**config.mk**
```make
export PLATFORM = sky130hd
export DESIGN_NAME = psw_flag_unit
export DESIGN_NICKNAME = d
export VERILOG_FILES = /design/src/rtl/psw_flag_unit.sv
export SDC_FILE = /design/constraint.sdc
export NUM_CORES = 1
export LEC_CHECK = 0
export BUFFER_PORTS_ARGS = -buffer_cell sky130_fd_sc_hd__buf_2
export CORE_MARGIN = 1
export CORE_UTILIZATION = 50
export DETAILED_ROUTE_END_ITERATION = 8
export PLACE_DENSITY = 0.8
export SLEW_MARGIN = 20
export SYNTH_ARGS = -nofsm -noshare
export SYNTH_HDL_FRONTEND = slang
export SYNTH_SLANG_ARGS = --single-unit
```
**constraint.sdc**
```tcl
create_clock -name clk -period 4.2 [get_ports clk]
set_input_delay 0.63 -clock clk [delete_from_list [all_inputs] [get_ports clk]]
set_output_delay 0.63 -clock clk [all_outputs]
set_load 0.02 [all_outputs]
```
**src/rtl/psw_flag_unit.sv**
```systemverilog
module psw_flag_unit #(
  parameter bit LEGACY = 1'b0
) (
  input  logic       clk,
  input  logic       rst_n,
  input  logic       op_valid,
  input  logic [2:0] op_code,
  input  logic [7:0] operand,
  input  logic [7:0] mem_rdata,
  output logic [7:0] mem_wdata,
  output logic       mem_we,
  output logic       busy,
  output logic       done,
  output logic [1:0] cc,
  output logic [7:0] upper,
  output logic [7:0] lower
);

  localparam logic [2:0] OP_SET   = 3'd1;
  localparam logic [2:0] OP_CLR   = 3'd2;
  localparam logic [2:0] OP_TST   = 3'd3;
  localparam logic [2:0] OP_LDL   = 3'd4;
  localparam logic [2:0] OP_STL   = 3'd5;
  localparam logic [7:0] WR_MASK  = LEGACY ? 8'hE7 : 8'hFF;
  localparam logic [1:0] CC_EQ    = 2'b00;
  localparam logic [1:0] CC_LT    = 2'b10;

  logic [1:0] phase;
  logic [2:0] pend_op;
  logic [7:0] pend_mask;
  logic       accept, is_mask_op, last;
  logic [7:0] upper_q;

  assign busy       = phase != 2'd0;
  assign accept     = op_valid && !busy;
  assign is_mask_op = op_code == OP_SET || op_code == OP_CLR || op_code == OP_TST;
  assign last       = phase == 2'd3;
  assign upper      = upper_q & WR_MASK;
  assign cc         = lower[7:6];
  assign mem_wdata  = lower;

  always_ff @(posedge clk or negedge rst_n) begin
    if (!rst_n) begin
      phase     <= 2'd0;
      pend_op   <= 3'd0;
      pend_mask <= 8'h00;
      upper_q   <= 8'h00;
      lower     <= 8'h00;
      done      <= 1'b0;
      mem_we    <= 1'b0;
    end else begin
      done   <= 1'b0;
      mem_we <= 1'b0;
      if (accept && is_mask_op) begin
        phase     <= 2'd1;
        pend_op   <= op_code;
        pend_mask <= operand;
      end else if (accept && op_code == OP_LDL) begin
        lower <= mem_rdata;
        done  <= 1'b1;
      end else if (accept && op_code == OP_STL) begin
        mem_we <= 1'b1;
        done   <= 1'b1;
      end else if (busy) begin
        phase <= last ? 2'd0 : phase + 2'd1;
        if (last) begin
          done <= 1'b1;
          case (pend_op)
            OP_SET:  upper_q <= (upper_q | pend_mask) & WR_MASK;
            OP_CLR:  upper_q <= upper_q & ~pend_mask & WR_MASK;
            default: lower[7:6] <= ((upper & pend_mask) == pend_mask) ? CC_EQ : CC_LT;
          endcase
        end
      end
    end
  end

endmodule

```
After elaboration in Yosys (flattened, before gate mapping)
Index checks and enable logic that the tools add are counted.
Cells by class
  add/subtract/negate cells: 1
  eq/ne operators: 13
  multiplexer cells: 20
  bitwise operators: 7
  reduce and logical (&&, ||, !) cells: 17
Operators by type and width (count)
  $mux W2: 11
  $and A8 B8 Y8: 2
  $pmux W8 S2: 1
  $reduce_bool A2 Y1: 5
  $eq A3 B2 Y1 const B: 3
  $eq A8 B8 Y1: 1
  $mux W1: 8
  $not A8 Y8: 1
  $or A8 B8 Y8: 1
  $eq A3 B1 Y1 const B: 2
  $eq A3 B3 Y1 const B: 2
  $ne A2 B2 Y1 const B: 3
  $reduce_and A6 Y1: 1
  $reduce_and A5 Y1: 1
  $logic_and A1 B1 Y1: 4
  $not A1 Y1: 3
  $reduce_and A3 Y1: 1
  $add A2 B1 Y2 const B: 1
  $eq A2 B2 Y1 const B: 1
  $logic_or A1 B1 Y1: 2
  $ne A2 B1 Y1 const B: 1
  $reduce_and A2 Y1: 1
  $reduce_or A2 Y1: 1
  $logic_not A1 Y1: 1
Word-level totals
  register bits: 31
  bits of input ports: 22
  output and inout bits: 29

Logic depth before layout (Yosys ltp)
Gate-level depths: netlist of run 1.
  word-level depth: 8
  gate-level depth with buffers: 8
  gate-level depth less buffers: 6

Least setup slack after synthesis of run 1
OpenSTA, ideal clock, no wires.
  path kind: reg-to-reg
  start point: register phase[0]
  end point: register pend_mask[4]
  library setup time: 0.125 ns
  data arrival time: 1.659 ns
  slack: 2.416 ns
  stages on the path, launching flop included: 8
  path buffers: 2
  period minus slack after synthesis: 1.784 ns
  cells stage by stage: dfrtp_1 -> inv_1 -> ha_1 -> o211a_1 -> and2_1 -> buf_2 -> buf_2 -> mux2_2
Between the ends
  longest elaborated chain between the ends: 4
Ends and longest elaborated chain
  start, declared: line 28  | logic [1:0] phase;
  start signal, assigned: line 65  | phase <= last ? 2'd0 : phase + 2'd1;
  $reduce_bool A2 Y1: line 34  | assign busy = phase != 2'd0;
  $logic_not A1 Y1: line 35  | assign accept = op_valid && !busy;
  $logic_and A1 B1 Y1: line 35
  $logic_and A1 B1 Y1: line 54  | if (accept && is_mask_op) begin
  end signal, assigned: line 57  | pend_mask <= operand;
  end, declared: line 30  | logic [7:0] pend_mask;
No other way between the ends.
A chain may end at the register's enable or synchronous reset.

Worst setup path in the final report of run 1
  start point: register phase[0]
  end point: register lower[1]
Between the ends
  longest elaborated chain between the ends: 6
  elaborated cells on any way between the ends: 7
  those cells by class: bitwise: 1; reduce/logical: 6
Ends and longest elaborated chain
  $reduce_bool A2 Y1 *: line 34
  $logic_not A1 Y1 *: line 35
  $logic_and A1 B1 Y1 *: line 35
  $logic_and A1 B1 Y1: line 54
  $not A1 Y1 (no source line)
  $reduce_and A2 Y1 (no source line) *
  end signal, assigned: line 59  | lower <= mem_rdata;
  end, declared: line 16  | output logic [7:0] lower
Mark *: on every way between the ends. The rest lies on a longest branch, timed or not.

==> results of run 1 <==
==> worst max-delay path: cells and delay by family, from the launching register on <==
family        cells  cell delay, ps
mux               1             390
simple gates      2             940
fa+ha+maj         1             230
flops             1             420
buf+inv           1              70
==> kinds of logic after synthesis <==
kind of cell | synth area share, %
DFF | 53.3
buffers and inverters | 9.62
muxes | 18.6
and+or+nand+nor | 8.76
AOI/OAI and AO/OA | 7.47
adders and majority gates | 1.72
xor gates and xnor gates | 0.601
==> worst max path at each step <==
stage | endpoint | cells past startpoint | slack, ps
after detailed placement | lower[1] | 4 | 1950
after CTS | lower[1] | 5 | 2010
final | lower[1] | 5 | 2040
after global routing | lower[7] | 6 | 1810
after global placement | lower[7] | 5 | 1990
after floorplan | pend_mask[4] | 7 | 2420
==> per-stage QoR <==
stage	util, %	setup slack (ps)	total power [µW]
after floorplan	-	2420	1050
after global placement	59.7	1990	1170
after detailed placement	59.7	1950	1200
after CTS	62.2	2010	1390
after global routing	62.2	1810	1480
final	62.2	2040	1380
==> layout by cell type (no fill, tap or decap) <==
cell	synthesis	routed
mux2_2	16	16
nor2_2	1	1
mux2_1	8	8
o31ai_1	1	1
nor3_1	1	1
a211o_1	1	1
nand2_1	2	2
nor2_1	1	1
or3b_2	1	1
clkbuf_4	0	5
a221o_1	1	1
a211oi_4	1	1
a31oi_1	1	1
o211a_1	1	1
and2_1	1	1
ha_1	2	2
inv_1	11	11
nand4b_1	1	1
nand4_1	8	8
buf_2	4	50
a21oi_1	1	1
a2111oi_0	1	1
o211ai_1	1	1
xnor2_1	1	1
nor2b_1	5	5
dfrtp_1	31	31
clkbuf_1	1	1
o21ai_0	2	2
clkbuf_8	0	2
a22oi_1	2	2
==> report_power, final <==
part | total [µW] | switching [µW] | internal [µW]
registers | 542 | 103 | 439
logic | 640 | 372 | 269
clock network | 196 | 97.6 | 98.4
==> layout make-up <==
type                       count  area share [%]
multi-input combinational     61            31.5
inverter                      11            2.41
tap                           31            2.26
sequential                    31            45.2
clock buffer                   8            4.01
timing repair buffer          50            14.6
==> per-layer routing <==
layer / wire [µm] / up-vias
li1: - / 488
met1: 1120 / 473
met2: 1230 / 47
met3: 184 / 5
met4: 51 / 0
met5: 0 / -
==> flow_summary_export.csv, run 1 <==
group,metric,value,unit
timing,final-hold-violation-count,0,
detailed_routing,drtIter0Drc,37,
yosys,avgSynthCellArea,12.3,µm²
detailed_routing,avgRoutedWirePerCell,13.5,µm
yosys,yosysUniqueCellTypes,29,
place,dp_cells,184,
detailed_routing,vias,1013,
yosys,synth.most_common_cell,"dfrtp_1",
global_routing,grt_pass1_vias,984,
die,coreArea,2760,µm²
place,portBuffers,50,
critical_path,max_stage_delay,510,ps
clock_network,cts_sinks,31,
clock_network,cts_resized,0,
yosys,ys_top_cells_by_area,"dfrtp_1 (53%), mux2_2 (12%), mux2_1 (6.2%)",
place,gp_congestion,0.743,
place,place_area,1650,µm²
yosys,syn_nets,142,
critical_path,crit_chain,"inv_1 -> ha_1 -> nand4b_1 -> nor2_2 -> mux2_2",
timing,worst_slew_pin_slew,658,ps
detailed_routing,drc,0,
timing,timing.setup.tns,0,ps
timing,drv_slew,0,
cells_and_area,area_growth,17.8,%
place,hpwl,1880,µm
global_routing,grt-ovfl-total,0,
clock_network,hold_buffers,0,
yosys,ys_top_cells_by_count,"dfrtp_1 (31), mux2_2 (16), inv_1 (11)",
critical_path,critPathKind,"reg2reg",
die,die_w,56.0,µm
clock_network,cts.reportedPaths.clkPinSlew,90,ps
detailed_routing,wirelength,2590,µm
run,cap_violations,0,
timing,layout_worst_path_cycle_share,51.5,%
die,fp.dieArea,3130,µm²
global_routing,antenna_found_initial,0,
timing,rsz0062_at_grt,"no",
clock_network,clk_latency,330,ps
cells_and_area,drive_gt1_share,47.2,%
die,io_pins,51,
timing,final.setup_skew,7.87,ps
yosys,seq_area_frac_synth,53.3,%
yosys,yosysWarningCount,0,
clock_network,post_cts_buffers,0,
die,num_rows,19,
global_routing,grt_max_degree,32,
cells_and_area,diodes,0,
global_routing,grtUsageTotal,19.3,%
critical_path,r2r-end,"lower[1]",
yosys,synth_top_area_share,53.3,%
timing,finalSetupViolations,0,
die,die_y,56.0,µm
cells_and_area,fill_cells,236,
critical_path,worstReg2RegStart,"phase[0]",
critical_path,cpMaxStageDelayCell,"nor2_2",
global_routing,grtUsageMet1,23.4,%
critical_path,r2r_setup_slack,2040,ps
cells_and_area,final-seq-area,776,µm²
cells_and_area,postLayoutCellArea,1720,µm²
yosys,syn_area,1460,µm²
cells_and_area,layout.nets,184,
run_status,status,"finished clean",
yosys,synth_top_flop_cell,"dfrtp_1",
timing,fmaxAchievable,462,MHz
yosys,ys_ff_latch,31,
global_routing,use_met3,7.67,%
critical_path,crit_start,"phase[0]",
critical_path,cp-end-kind,"flip-flop",
clock_network,cts_tree,"built",
critical_path,r2r_cells,5,
hold_path,hold_path_class,"in2async",
critical_path,cp-start-kind,"flip-flop",
yosys,synthArstFlopShare,100,%
pwr,powerDensity,803,nW/µm²
timing,period_needed,2160,ps
cells_and_area,finalNonFillerCells,192,
clock_network,cts-root-buf,"clkbuf_4",
global_routing,busiest_layer,"met2",
critical_path,critPathArrivalTime,2380,ps
yosys,synth_edf_count,0,
clock_network,cts_made_buffers,5,
yosys,synth_cells,118,
detailed_routing,ant_nets,0,
global_routing,grt_pass1_wl,4490,µm
critical_path,cp.required,4420,ps
clock_network,htree_levels,2,
critical_path,worstPathMaxFanout,11,
global_routing,met2_usage,30.6,%
pwr,ir_worst_vdd,0.000529,V
clock_network,cts_max_path_buffers,2,
detailed_routing,via_per_inst,5.28,
timing,hold_ws,318,ps
die,start_util,52.8,%
pwr,power.leakage,0.000858,µW
cells_and_area,multi_input_area,541,µm²
detailed_routing,first_pass_iters,4,
timing,slew_headroom,56.1,%
yosys,synth_top_cell_by_area,"dfrtp_1",
Power figures use the tool's default switching activity.
==> run 2, diff against run 1 <==
--- a/config.mk
+++ b/config.mk
@@ -7,9 +7,9 @@
 export LEC_CHECK = 0
 export BUFFER_PORTS_ARGS = -buffer_cell sky130_fd_sc_hd__buf_2
 export CORE_MARGIN = 1
-export CORE_UTILIZATION = 50
+export CORE_UTILIZATION = 49
 export DETAILED_ROUTE_END_ITERATION = 8
-export PLACE_DENSITY = 0.8
+export PLACE_DENSITY = 0.79
 export SLEW_MARGIN = 20
 export SYNTH_ARGS = -nofsm -noshare
 export SYNTH_HDL_FRONTEND = slang
==> constraint.sdc (replaced) <==
create_clock -name clk -period 2.08 [get_ports clk]
set_input_delay 0.312 -clock clk [delete_from_list [all_inputs] [get_ports clk]]
set_output_delay 0.312 -clock clk [all_outputs]
set_load 0.02 [all_outputs]
==> flow_summary_export.csv, run 2 (synthesis gave the netlist of run 1 again) <==
group,metric,value,unit
run_status,status,"finished clean",
clock_network,htree_levels,2,
critical_path,r2r_cells,7,
die,num_rows,19,
cells_and_area,multi_input_area,542,µm²
cells_and_area,final_common_cell,"buf_2",
cells_and_area,fill_cells,233,
critical_path,worstPathMaxFanout,8,
critical_path,critPathKind,"reg2reg",
pwr,total_power,2810,µW
detailed_routing,first_pass_iters,4,
timing,fmaxAchievable,543,MHz
global_routing,grt_pass1_vias,1010,
global_routing,grtUsageTotal,19.7,%
cells_and_area,drive_gt1_share,49.1,%
timing,period_needed,1840,ps
timing,hold_ws,6.32,ps
die,start_util,52.4,%
critical_path,crit_chain,"inv_1 -> ha_1 -> o211a_1 -> a211oi_4 -> buf_4 -> nand4_1 -> mux2_1",
detailed_routing,wirelength,2850,µm
global_routing,use_met3,9.22,%
timing,layout_worst_path_cycle_share,88.5,%
cells_and_area,final-seq-area,776,µm²
clock_network,cts.reportedPaths.clkPinSlew,90,ps
cells_and_area,layout.nets,187,
timing,timing.setup.tns,0,ps
cells_and_area,area_growth,18.6,%
clock_network,hold_buffers,0,
detailed_routing,drtIter0Drc,18,
detailed_routing,vias,1049,
die,fp.dieArea,3190,µm²
global_routing,busiest_layer,"met2",
clock_network,cts-root-buf,"clkbuf_4",
critical_path,max_stage_delay,410,ps
hold_path,hold_path_class,"in2async",
global_routing,grtUsageMet1,24.0,%
place,gp_congestion,0.737,
die,die_y,56.5,µm
global_routing,antenna_found_initial,0,
timing,drv_slew,0,
run,cap_violations,0,
detailed_routing,via_per_inst,5.41,
timing,rsz0062_at_grt,"no",
timing,worst_slack,240,ps
timing,final-hold-violation-count,0,
clock_network,cts_sinks,31,
cells_and_area,diodes,0,
detailed_routing,ant_nets,0,
clock_network,cts_made_buffers,5,
timing,finalSetupViolations,0,
place,hpwl,2020,µm
pwr,ir_worst_vdd,0.00102,V
cells_and_area,final_cell_mix,"buf_2 (50), dfrtp_1 (31), mux2_2 (16)",
place,post-place-ws,88.6,ps
critical_path,critPathArrivalTime,2070,ps
timing,worst_slew_pin_slew,681,ps
critical_path,cp-start-kind,"flip-flop",
die,coreArea,2780,µm²
cells_and_area,postLayoutCellArea,1730,µm²
detailed_routing,drc,0,
critical_path,cp.required,2310,ps
place,place_area,1660,µm²
pwr,power.leakage,0.000869,µW
pwr,powerDensity,1630,nW/µm²
global_routing,met2_usage,30.4,%
global_routing,grt-ovfl-total,0,
critical_path,cp-end-kind,"flip-flop",
global_routing,grt_pass1_wl,4620,µm
detailed_routing,avgRoutedWirePerCell,14.7,µm
die,die_w,56.5,µm
clock_network,clk_latency,340,ps
die,io_pins,51,
timing,final.setup_skew,6.05,ps
clock_network,cts_max_path_buffers,2,
place,portBuffers,50,
timing,slew_headroom,54.6,%
global_routing,grt_max_degree,32,
critical_path,cpMaxStageDelayCell,"dfrtp_1",
clock_network,cts_tree,"built",
[run 2: worst max-delay path: cells and delay by family (launching register included)]
kind | cells | cell delay [ps]
adder cells (fa/ha/maj) | 1 | 250
buffers and inverters | 2 | 260
multiplexers | 1 | 320
AO/OA/AOI/OAI | 2 | 370
flip-flops | 1 | 410
AND/OR/NAND/NOR | 1 | 120
[run 2: final cells by class]
type                    count  share of cell area, %
clock buffers               6                   2.97
clock inverters             1                  0.290
inverters                  11                   2.39
multi-input cells          61                   31.4
flip-flops and latches     31                   44.9
well taps                  31                   2.25
repair buffers             53                   15.8
[run 2: stage by stage]
stage	utilization, %	instances
2_1_floorplan	-	118
3_3_place_gp	59.7	186
3_5_place_dp	59.7	186
4_1_cts	61.8	193
5_1_grt	62.1	194
6_report	62.1	194
[run 2: worst paths after layout]
check / start / to / slack (ps)
setup / recovery: phase[0] / flip-flop / 240
hold / removal: rst_n / lower[3] / 6
setup reg to reg: phase[0] / flip-flop / 240
hold reg to reg: flip-flop / flip-flop / 530
max in group asynchronous: rst_n / pend_op[0] / 1640
min in group clk: mem_rdata[2] / lower[2] / 200
[run 2: repair_timing]
item | 4_1_cts | 5_1_grt
setup endpoints to repair | 0 | 14
setup buffers | 0 | 1
resized for setup | 0 | 1
[run 2: per-layer routing]
| metal | wire length [µm] | part of all wire (%) |
|---|---|---|
| met5 | 0 | 0 |
| met2 | 1360 | 48 |
| met4 | 32 | 1.1 |
| met3 | 263 | 9.2 |
| met1 | 1200 | 42 |
[run 2: power by group]
| part | switching [µW] | internal [µW] |
|---|---|---|
| combinational | 785 | 576 |
| sequential | 203 | 885 |
| clock | 204 | 156 |
| total | 1190 | 1620 |
